`src/rtl/rxq_pkg.sv`:
```
package rxq_pkg;
    localparam int unsigned RXQ_DATA_W = 8;
    localparam int unsigned RXQ_DEPTH  = 4;

    typedef enum logic {
        THR_FIXED_ONE = 1'b0,
        THR_PROGRAM   = 1'b1
    } rxq_mode_e;
endpackage

```
`src/rtl/rxq_store.sv`:
```
module rxq_store #(
    parameter int unsigned DATA_W = 8,
    parameter int unsigned DEPTH  = 4,
    localparam int unsigned PTR_W = $clog2(DEPTH),
    localparam int unsigned CNT_W = $clog2(DEPTH + 1)
) (
    input  logic              clk,
    input  logic              rst_n,
    input  logic              en,
    input  logic              push,
    input  logic [DATA_W-1:0] din,
    input  logic              pop,
    output logic [DATA_W-1:0] dout,
    output logic [CNT_W-1:0]  count,
    output logic              dropped
);
    typedef struct packed {
        logic [DEPTH-1:0][DATA_W-1:0] mem;
        logic [PTR_W-1:0]             wp;
        logic [PTR_W-1:0]             rp;
        logic [CNT_W-1:0]             cnt;
        logic [DATA_W-1:0]            head;
    } store_t;

    store_t s_d, s_q;
    logic   do_pop, do_push;

    function automatic logic [PTR_W-1:0] bump(input logic [PTR_W-1:0] p);
        return (p == PTR_W'(DEPTH - 1)) ? '0 : p + 1'b1;
    endfunction

    always_comb begin
        s_d     = s_q;
        do_pop  = en && pop && (s_q.cnt != '0);
        do_push = en && push && ((s_q.cnt != CNT_W'(DEPTH)) || do_pop);
        dropped = en && push && !do_push;
        if (!en) begin
            s_d.wp  = '0;
            s_d.rp  = '0;
            s_d.cnt = '0;
        end else begin
            if (do_pop) begin
                s_d.rp = bump(s_q.rp);
            end
            if (do_push) begin
                s_d.mem[s_q.wp] = din;
                s_d.wp          = bump(s_q.wp);
            end
            s_d.cnt = s_q.cnt + CNT_W'(do_push) - CNT_W'(do_pop);
        end
        if (s_d.cnt != '0) begin
            s_d.head = s_d.mem[s_d.rp];
        end
    end

    always_ff @(posedge clk or negedge rst_n) begin
        if (!rst_n) begin
            s_q <= '0;
        end else begin
            s_q <= s_d;
        end
    end

    assign dout  = s_q.head;
    assign count = s_q.cnt;


    no_overflow_chk: assert property (@(posedge clk) disable iff (!rst_n)
        s_q.cnt <= CNT_W'(DEPTH));


    push_pop_level_chk: assert property (@(posedge clk) disable iff (!rst_n)
        (en && push && pop && s_q.cnt != '0) |=> $stable(count));


    flush_empty_chk: assert property (@(posedge clk) disable iff (!rst_n)
        !en |=> (count == '0));


    idle_read_chk: assert property (@(posedge clk) disable iff (!rst_n)
        (en && pop && !push && s_q.cnt == '0) |=> ($stable(dout) && count == '0));
endmodule

```
`src/rtl/rxq_flags.sv`:
```
module rxq_flags #(
    parameter int unsigned DEPTH = 4,
    localparam int unsigned PTR_W = $clog2(DEPTH),
    localparam int unsigned CNT_W = $clog2(DEPTH + 1)
) (
    input  logic             clk,
    input  logic             rst_n,
    input  logic             en,
    input  logic [CNT_W-1:0] count,
    input  logic             dropped,
    input  logic             clr,
    input  rxq_pkg::rxq_mode_e mode,
    input  logic [PTR_W-1:0] level,
    output logic [PTR_W-1:0] code,
    output logic             busy,
    output logic             irq,
    output logic             ovr
);
    typedef struct packed {
        logic ovr;
    } flag_t;

    flag_t            f_d, f_q;
    logic [CNT_W-1:0] thr;

    always_comb begin
        f_d = f_q;
        if (dropped) begin
            f_d.ovr = 1'b1;
        end else if (clr) begin
            f_d.ovr = 1'b0;
        end
        thr  = (mode == rxq_pkg::THR_PROGRAM) ? CNT_W'(level) + 1'b1 : CNT_W'(1);
        code = (count == '0) ? '0 : PTR_W'(count - 1'b1);
        busy = (count != '0);
        irq  = en && (count >= thr);
    end

    always_ff @(posedge clk or negedge rst_n) begin
        if (!rst_n) begin
            f_q <= '0;
        end else begin
            f_q <= f_d;
        end
    end

    assign ovr = f_q.ovr;


    ovr_set_chk: assert property (@(posedge clk) disable iff (!rst_n)
        dropped |=> ovr);


    empty_code_chk: assert property (@(posedge clk) disable iff (!rst_n)
        !busy |-> (code == '0 && !irq));


    std_irq_chk: assert property (@(posedge clk) disable iff (!rst_n)
        (en && mode == rxq_pkg::THR_FIXED_ONE && busy) |-> irq);
endmodule

```
`src/rtl/rxq_top.sv`:
```
module rxq_top #(
    parameter int unsigned DATA_W = rxq_pkg::RXQ_DATA_W,
    parameter int unsigned DEPTH  = rxq_pkg::RXQ_DEPTH,
    localparam int unsigned PTR_W = $clog2(DEPTH),
    localparam int unsigned CNT_W = $clog2(DEPTH + 1)
) (
    input  logic              clk,
    input  logic              rst_n,
    input  logic              rx_en,
    input  logic              byte_vld,
    input  logic [DATA_W-1:0] byte_in,
    input  logic              rd_stb,
    input  logic              adv_mode,
    input  logic [PTR_W-1:0]  irq_level,
    input  logic              ovr_clr,
    output logic [DATA_W-1:0] rd_data,
    output logic [PTR_W-1:0]  fill_code,
    output logic              not_empty,
    output logic              full_irq,
    output logic              overrun
);
    logic [CNT_W-1:0]   held;
    logic               lost;
    rxq_pkg::rxq_mode_e thr_mode;

    assign thr_mode = rxq_pkg::rxq_mode_e'(adv_mode);

    rxq_store #(.DATA_W(DATA_W), .DEPTH(DEPTH)) i_store (
        .clk     (clk),
        .rst_n   (rst_n),
        .en      (rx_en),
        .push    (byte_vld),
        .din     (byte_in),
        .pop     (rd_stb),
        .dout    (rd_data),
        .count   (held),
        .dropped (lost)
    );

    rxq_flags #(.DEPTH(DEPTH)) i_flags (
        .clk     (clk),
        .rst_n   (rst_n),
        .en      (rx_en),
        .count   (held),
        .dropped (lost),
        .clr     (ovr_clr),
        .mode    (thr_mode),
        .level   (irq_level),
        .code    (fill_code),
        .busy    (not_empty),
        .irq     (full_irq),
        .ovr     (overrun)
    );
endmodule

```
`config.mk`:
```
export PLATFORM = sky130hd
export DESIGN_NAME = rxq_top
export DESIGN_NICKNAME = d
export VERILOG_FILES = /design/src/rtl/rxq_pkg.sv /design/src/rtl/rxq_store.sv /design/src/rtl/rxq_flags.sv /design/src/rtl/rxq_top.sv
export SDC_FILE = /design/constraint.sdc
export NUM_CORES = 1
export LEC_CHECK = 0
export BUFFER_PORTS_ARGS = -buffer_cell sky130_fd_sc_hd__buf_2
export CAP_MARGIN = 25
export CORE_ASPECT_RATIO = 0.75
export CORE_UTILIZATION = 50
export CTS_CLUSTER_SIZE = 14
export DETAILED_ROUTE_END_ITERATION = 16
export PLACE_DENSITY = 0.72
export SYNTH_ARGS = -nofsm -noshare
export SYNTH_HDL_FRONTEND = slang
export SYNTH_SLANG_ARGS = --single-unit
```
`constraint.sdc`:
```
create_clock -name clk -period 3.15 [get_ports clk]
set_clock_uncertainty 0.05 [all_clocks]
set_input_delay 0.4725 -clock clk [delete_from_list [all_inputs] [get_ports clk]]
set_output_delay 0.4725 -clock clk [all_outputs]
set_load 0.03 [all_outputs]
```
# Yosys cells after proc, flatten, opt, wreduce, memory -nomap -nowiden
# Index checks and enable logic that the tools add are counted.
[word_totals] output_inout_bits=13 in_bits=17 mem_bits_ro=0 latchBits=0 reg_bits=48 ram_bits=0 memories=0
[op_classes] n_reduce_logical=13 n_addsub=6 mux=15 n_lt_le_gt_ge=4 eq_ne=4 n_div=0 n_bitwise=0 shift=0 mul=0
[ops] operator="2-to-1 mux 34 bit" count=1
[ops] operator="bitwise mux 32 bit" count=1
[ops] operator="2-to-1 mux 32 bit" count=1
[ops] operator="binary-select mux 8 bit (select 2 bit)" count=1
[ops] operator="demux 8 bit (select 2 bit)" count=1
[ops] operator="2-to-1 mux 8 bit" count=2
[ops] operator="2-to-1 mux 2 bit" count=4
[ops] operator="logical AND 1 bit" count=7
[ops] operator="2-to-1 mux 7 bit" count=1
[ops] operator="less-than comparator 2 x 3 -> 1 bit (second input constant)" count=2
[ops] operator="nonzero test 3 bit" count=2
[ops] operator="adder 2 x 1 -> 2 bit (second input constant)" count=2
[ops] operator="equality test 2 bit (second input constant)" count=2
[ops] operator="adder 2 x 1 -> 3 bit (second input constant)" count=1
[ops] operator="adder 3 x 1 -> 3 bit" count=1
[ops] operator="greater-or-equal comparator 3 bit" count=1
[ops] operator="zero test 3 bit" count=1
[ops] operator="2-to-1 mux 3 bit" count=1
[ops] operator="!= test 3 bit (second input constant)" count=1
[ops] operator="subtractor 3 x 1 -> 3 bit" count=1
[ops] operator="greater-or-equal comparator 2 x 1 -> 1 bit (second input constant)" count=1
[ops] operator="2-to-1 mux 1 bit" count=2
[ops] operator="!= test 2 x 1 -> 1 bit (second input constant)" count=1
[ops] operator="nonzero test 2 bit" count=1
[ops] operator="other kinds (3)" count=3

# Depth between registers and ports, before layout
[logic_depth] ltp_word=9 depth_mapped=13 mapped_depth_nobuf=11

# By module
# A second synthesis with hierarchy kept.
[unflattened] cells_unflattened=242 area_unflattened_um2=2801.4
[by_module_without_submodules] module="rxq_store" instances=1 cells_each=220 seq_area_each_um2=1176.1 area_each_um2=2642.5
[by_module_without_submodules] module="rxq_flags" instances=1 cells_each=22 seq_area_each_um2=25.0 area_each_um2=158.9

# Worst setup path before layout
# Ideal clock, no wire load.
[synth_timing] path_type="register to register" startpoint="register i_store.s_q (netlist bit i_store.count[1])" endpoint="register i_store.s_q (netlist bit i_store.dout[7])" arrival_ns=2.886 path_stages_with_launch=13 period_less_slack_ns=3.018 path_slack_ns=0.132 setup_time_ns=0.082 cell_sequence="dfrtp_1 > buf_6 > or4b_1 > buf_6 > and2_4 > buf_6 > ha_1 > inv_1 > fa_1 > a31oi_1 > buf_2 > nor2_1 > a31oi_1"
[synth_via] elab_chain_len=8 elab_cells_between_ends=14 cone_classes="add/sub (2); eq/ne (1); mux (6); reduce/logical (5)"
[synth_lines] element="start, declared" line_no="rxq_store.sv:25" source="store_t s_d, s_q;"
[synth_lines] element="start signal, assigned" line_no="rxq_store.sv:58" source="s_q <= '0;"
[synth_lines] element="start signal, assigned" line_no="rxq_store.sv:60" source="s_q <= s_d;"
[synth_lines] element="nonzero test 3 bit" line_no="rxq_store.sv:34" source="do_pop = en && pop && (s_q.cnt != '0);"
[synth_lines] element="logical AND 1 bit" line_no="rxq_store.sv:34"
[synth_lines] element="logical OR 1 bit" line_no="rxq_store.sv:35" source="do_push = en && push && ((s_q.cnt != CNT_W'(DEPTH)) || do_pop);"
[synth_lines] element="logical AND 1 bit" line_no="rxq_store.sv:35"
[synth_lines] element="adder 3 x 1 -> 3 bit / 2-to-1 mux 34 bit (equally long branches)" line_no="rxq_store.sv:49, rxq_store.sv:45"
[synth_lines] element="subtractor 3 x 1 -> 3 bit / 2-to-1 mux 32 bit (equally long branches)" line_no="rxq_store.sv:49, rxq_store.sv:37"
[synth_lines] element="2-to-1 mux 7 bit / binary-select mux 8 bit (select 2 bit) (equally long branches)" line_no="rxq_store.sv:37, rxq_store.sv:52"
[synth_lines] element="nonzero test 3 bit / 2-to-1 mux 8 bit (equally long branches)" line_no="rxq_store.sv:51, rxq_store.sv:52"
# Parallel ways exist; a longest one is shown, timed or not. The select of a mux whose other input is x is not followed.
# A chain may end at the register's enable or synchronous reset.

# Final worst setup path
[layout_timing] startpoint="register i_store.s_q (netlist bit i_store.count[1])" endpoint="register i_store.s_q (netlist bit i_store.dout[1])"
# The elaborated chain is that of the path after synthesis.

==> flow_summary.json <==
{
  "outcome": "completed",
  "holdCritPathClass": "primary input to asynchronous set/reset pin",
  "timing_worst_setup_path_type": "flop to flop",
  "hold_violations": 0,
  "wire_per_inst_um": 16.82,
  "drive_above_1_share_pct": 33.82,
  "detail_route.drc_violations": 0,
  "critPathCaptureType": "flop",
  "io_buffer_count": 29,
  "power.switching_mw": 0.9672,
  "timing.final.setup_violations": 0,
  "clock_tree_from_tritoncts": "built",
  "initial_core_utilization_pct": 53.93,
  "initial_antenna_violation_count": 0,
  "post-synth-top-area-fraction_pct": 43.74,
  "max_freq_ghz": 0.3588,
  "drt_first_pass_iters": 4,
  "place.gp.congestion": 0.7809,
  "worst_slack_ns": 0.3629,
  "period_minus_slack_ns": 2.787,
  "synth_ff_type": "sky130_fd_sc_hd__dfrtp_1",
  "core_box_area_um2": 5092,
  "first_global_vias": 1917,
  "totalPowerFinal_mw": 2.453,
  "share_of_power_burned_in_the_clock_network_pct": 15.7,
  "dieWidth_um": 87.58,
  "cts.sink_count": 48,
  "dieArea_um2": 5796,
  "finish.utilization_pct": 59.12,
  "place.detailed.hpwl_mm": 4.042,
  "ys_seq_area_share_pct": 43.74,
  "synthesis.area_um2": 2746,
  "ys_top_cells_by_count": "48 x sky130_fd_sc_hd__dfrtp_1, 32 x sky130_fd_sc_hd__mux2_2, 25 x sky130_fd_sc_hd__inv_1",
  "slew_at_the_pin_with_the_worst_max_slew_slack_ns": 0.7063,
  "report.final.slew_viol_count": 0,
  "power_per_cell_area_nw_per_um2": 814.8,
  "design.final.nets": 303,
  "timing.critical_path.slowest_cell_delay_ns": 0.52,
  "grt_first_pass_wirelength_mm": 9.680,
  "worst-path-max-fanout": 16,
  "area_growth_pct": 9.613,
  "yosysTopAreaCell": "sky130_fd_sc_hd__dfrtp_1",
  "setup_tns_ns": 0,
  "netSwitchingFraction_pct": 39.43,
  "synth-edff-count": 0,
  "rsz0062_at_grt": "false",
  "timing.critical_path.cells": "o311ai_4 -> inv_2 -> ha_1 -> inv_1 -> ha_1 -> inv_1 -> fa_1 -> xnor2_1 -> a31oi_1 -> buf_4 -> nor2_1 -> a31oi_1",
  "power.sequential.fraction_pct": 42.1,
  "track_usage_pct": 22.51,
  "reg2reg_to": "i_store.dout[1]",
  "syn-instance-count": 247,
  "clkSlewWorstSetupHoldPaths_ns": 0.09,
  "comb_power_share_pct": 42.2,
  "ctsLongestPathBuffers": 2,
  "yosysMostFrequentCell": "sky130_fd_sc_hd__dfrtp_1",
  "total_gr_overflow": 0,
  "element_type_at_the_critical_path_start": "flop",
  "worst-endpoint-arrival_ns": 2.96,
  "synth_seq_cells": 48,
  "placement.setup.worst_slack_ns": 0.3744,
  "vias": 2004,
  "io_pins": 30,
  "leakage_component_of_the_power_nw": 1.331,
  "dr.first_iter.drc_count": 147,
  "syn_area_per_cell_um2": 11.12,
  "register_to_register_setup_slack_ns": 0.36,
  "diodes": 0,
  "timing.reg2reg.worst_path_depth": 12,
  "cts_buffers": 5,
  "yosys_warnings": 0,
  "htree_levels": 2,
  "ir_worst_vdd_uv": 385.7,
  "async_reset_ff_share_pct": 100.0,
  "cpMaxStageDelayCell": "sky130_fd_sc_hd__dfrtp_1",
  "syn-num-nets": 276,
  "post-route-period-util_pct": 88.48,
  "finalWirelength_mm": 5.836,
  "grt_start_max_net_pins": 26,
  "critical_path.startpoint": "i_store.count[1]",
  "post_cts_setup_buffers": 0,
  "worst_slew_margin_rel_pct": 52.60,
  "die-height_um": 66.19,
  "required_ns": 3.32,
  "post_synth_num_cell_types": 39,
  "cellInternalPower_mw": 1.486,
  "clock_tree.root_cell": "sky130_fd_sc_hd__clkbuf_8",
  "worstSkewPairLatency_ns": 0.30,
  "avgViaCountPerCell": 5.775,
  "rows": 22,
  "post_cts_resize_count": 0,
  "post_synth_main_area_contributors": "sky130_fd_sc_hd__dfrtp_1 44%, sky130_fd_sc_hd__mux2_2 13%, sky130_fd_sc_hd__a41oi_1 5.1%",
  "max-cap-violations": 0,
  "route.antenna.remaining_nets": 0,
  "worstReg2RegStart": "i_store.count[1]",
  "holdBufCountCts": 0
}
[cells in the final DEF (no fill, tap or decap), drive strengths merged, types with 7 or more instances in the layout]
| cell type | netlist | layout |
|---|---|---|
| nor2 | 17 | 17 |
| nand2b | 9 | 9 |
| dfrtp | 48 | 48 |
| nand2 | 13 | 13 |
| o221ai | 16 | 16 |
| clkbuf | 1 | 7 |
| ha | 11 | 11 |
| buf | 17 | 38 |
| mux2 | 32 | 32 |
| inv | 27 | 27 |
| a41oi | 16 | 16 |
| a31oi | 11 | 11 |
[worst max-delay path by stage]
stage / to / slack (ns) / cells past startpoint
CTS: i_store.dout[7] / 0.35 / 12
global placement: i_store.dout[7] / 0.47 / 12
finish: i_store.dout[1] / 0.36 / 12
floorplan: i_store.dout[7] / 0.13 / 12
detailed placement: i_store.dout[7] / 0.37 / 12
global route: i_store.dout[1] / 0.13 / 12
[cell type report]
| type | instances | area (um^2) |
|---|---|---|
| clock buffers | 7 | 86.33 |
| multi-input cells | 153 | 1308 |
| flip-flops and latches | 48 | 1201 |
| clock inverters | 1 | 7.507 |
| well taps | 72 | 90.09 |
| fillers | 441 | 2082 |
| repair buffers | 38 | 212.7 |
| inverters | 28 | 105.1 |
[metrics by stage]
stage	instances	hold slack (ns)	area (um^2)
3_5_place_dp	339	0.4366	2917
6_report	347	0.09168	3010
4_1_cts	347	0.1072	3010
3_3_place_gp	339	0.4364	2917
5_1_grt	347	0.1363	3010
2_1_floorplan	247	0.1269	2746
[metal layers]
| metal | part of all wire [%] | vias up | global-route usage (%) |
|---|---|---|---|
| li1 | - | 954 | - |
| met1 | 50 | 968 | 31.89 |
| met2 | 42 | 75 | 35.16 |
| met3 | 7.4 | 7 | 4.245 |
| met4 | 0.98 | 0 | 6.557 |
| met5 | 0 | - | 0 |
[registers in the layout, indices dropped and copies added, names as in the netlist]
register and cells:
i_flags.ovr 1, i_store.count 3, i_store.dout 8, i_store.s_q 36
[logic make-up after synthesis]
logic type / after synthesis / share of synthesized area [%]
and+or+nand+nor: 49 / 10.34
buffers and inverters: 46 / 8.656
adders and majority gates: 12 / 5.740
AOI/OAI and AO/OA: 57 / 17.27
DFF: 48 / 43.74
muxes: 33 / 13.62
xor gates and xnor gates: 2 / 0.6379
[worst max-delay path: cells and delay by family, from the launching register on]
family / cells / cell delay, ns
adder cells (fa/ha/maj): 3 / 0.79
AO/OA/AOI/OAI: 3 / 0.67
flip-flops: 1 / 0.52
buffers and inverters: 4 / 0.47
XOR/XNOR: 1 / 0.16
AND/OR/NAND/NOR: 1 / 0.06
[power groups by stage]
| stage | sequential, mW | combinational, mW | clock [mW] |
|---|---|---|---|
| floorplan | 0.990 | 0.873 | 0 |
| global placement | 1.04 | 1.00 | 0 |
| detailed placement | 1.05 | 1.03 | 0 |
| CTS | 1.03 | 1.04 | 0.392 |
| global route | 1.07 | 1.14 | 0.419 |
| finish | 1.03 | 1.04 | 0.386 |
(Power assumes the default switching activity.)
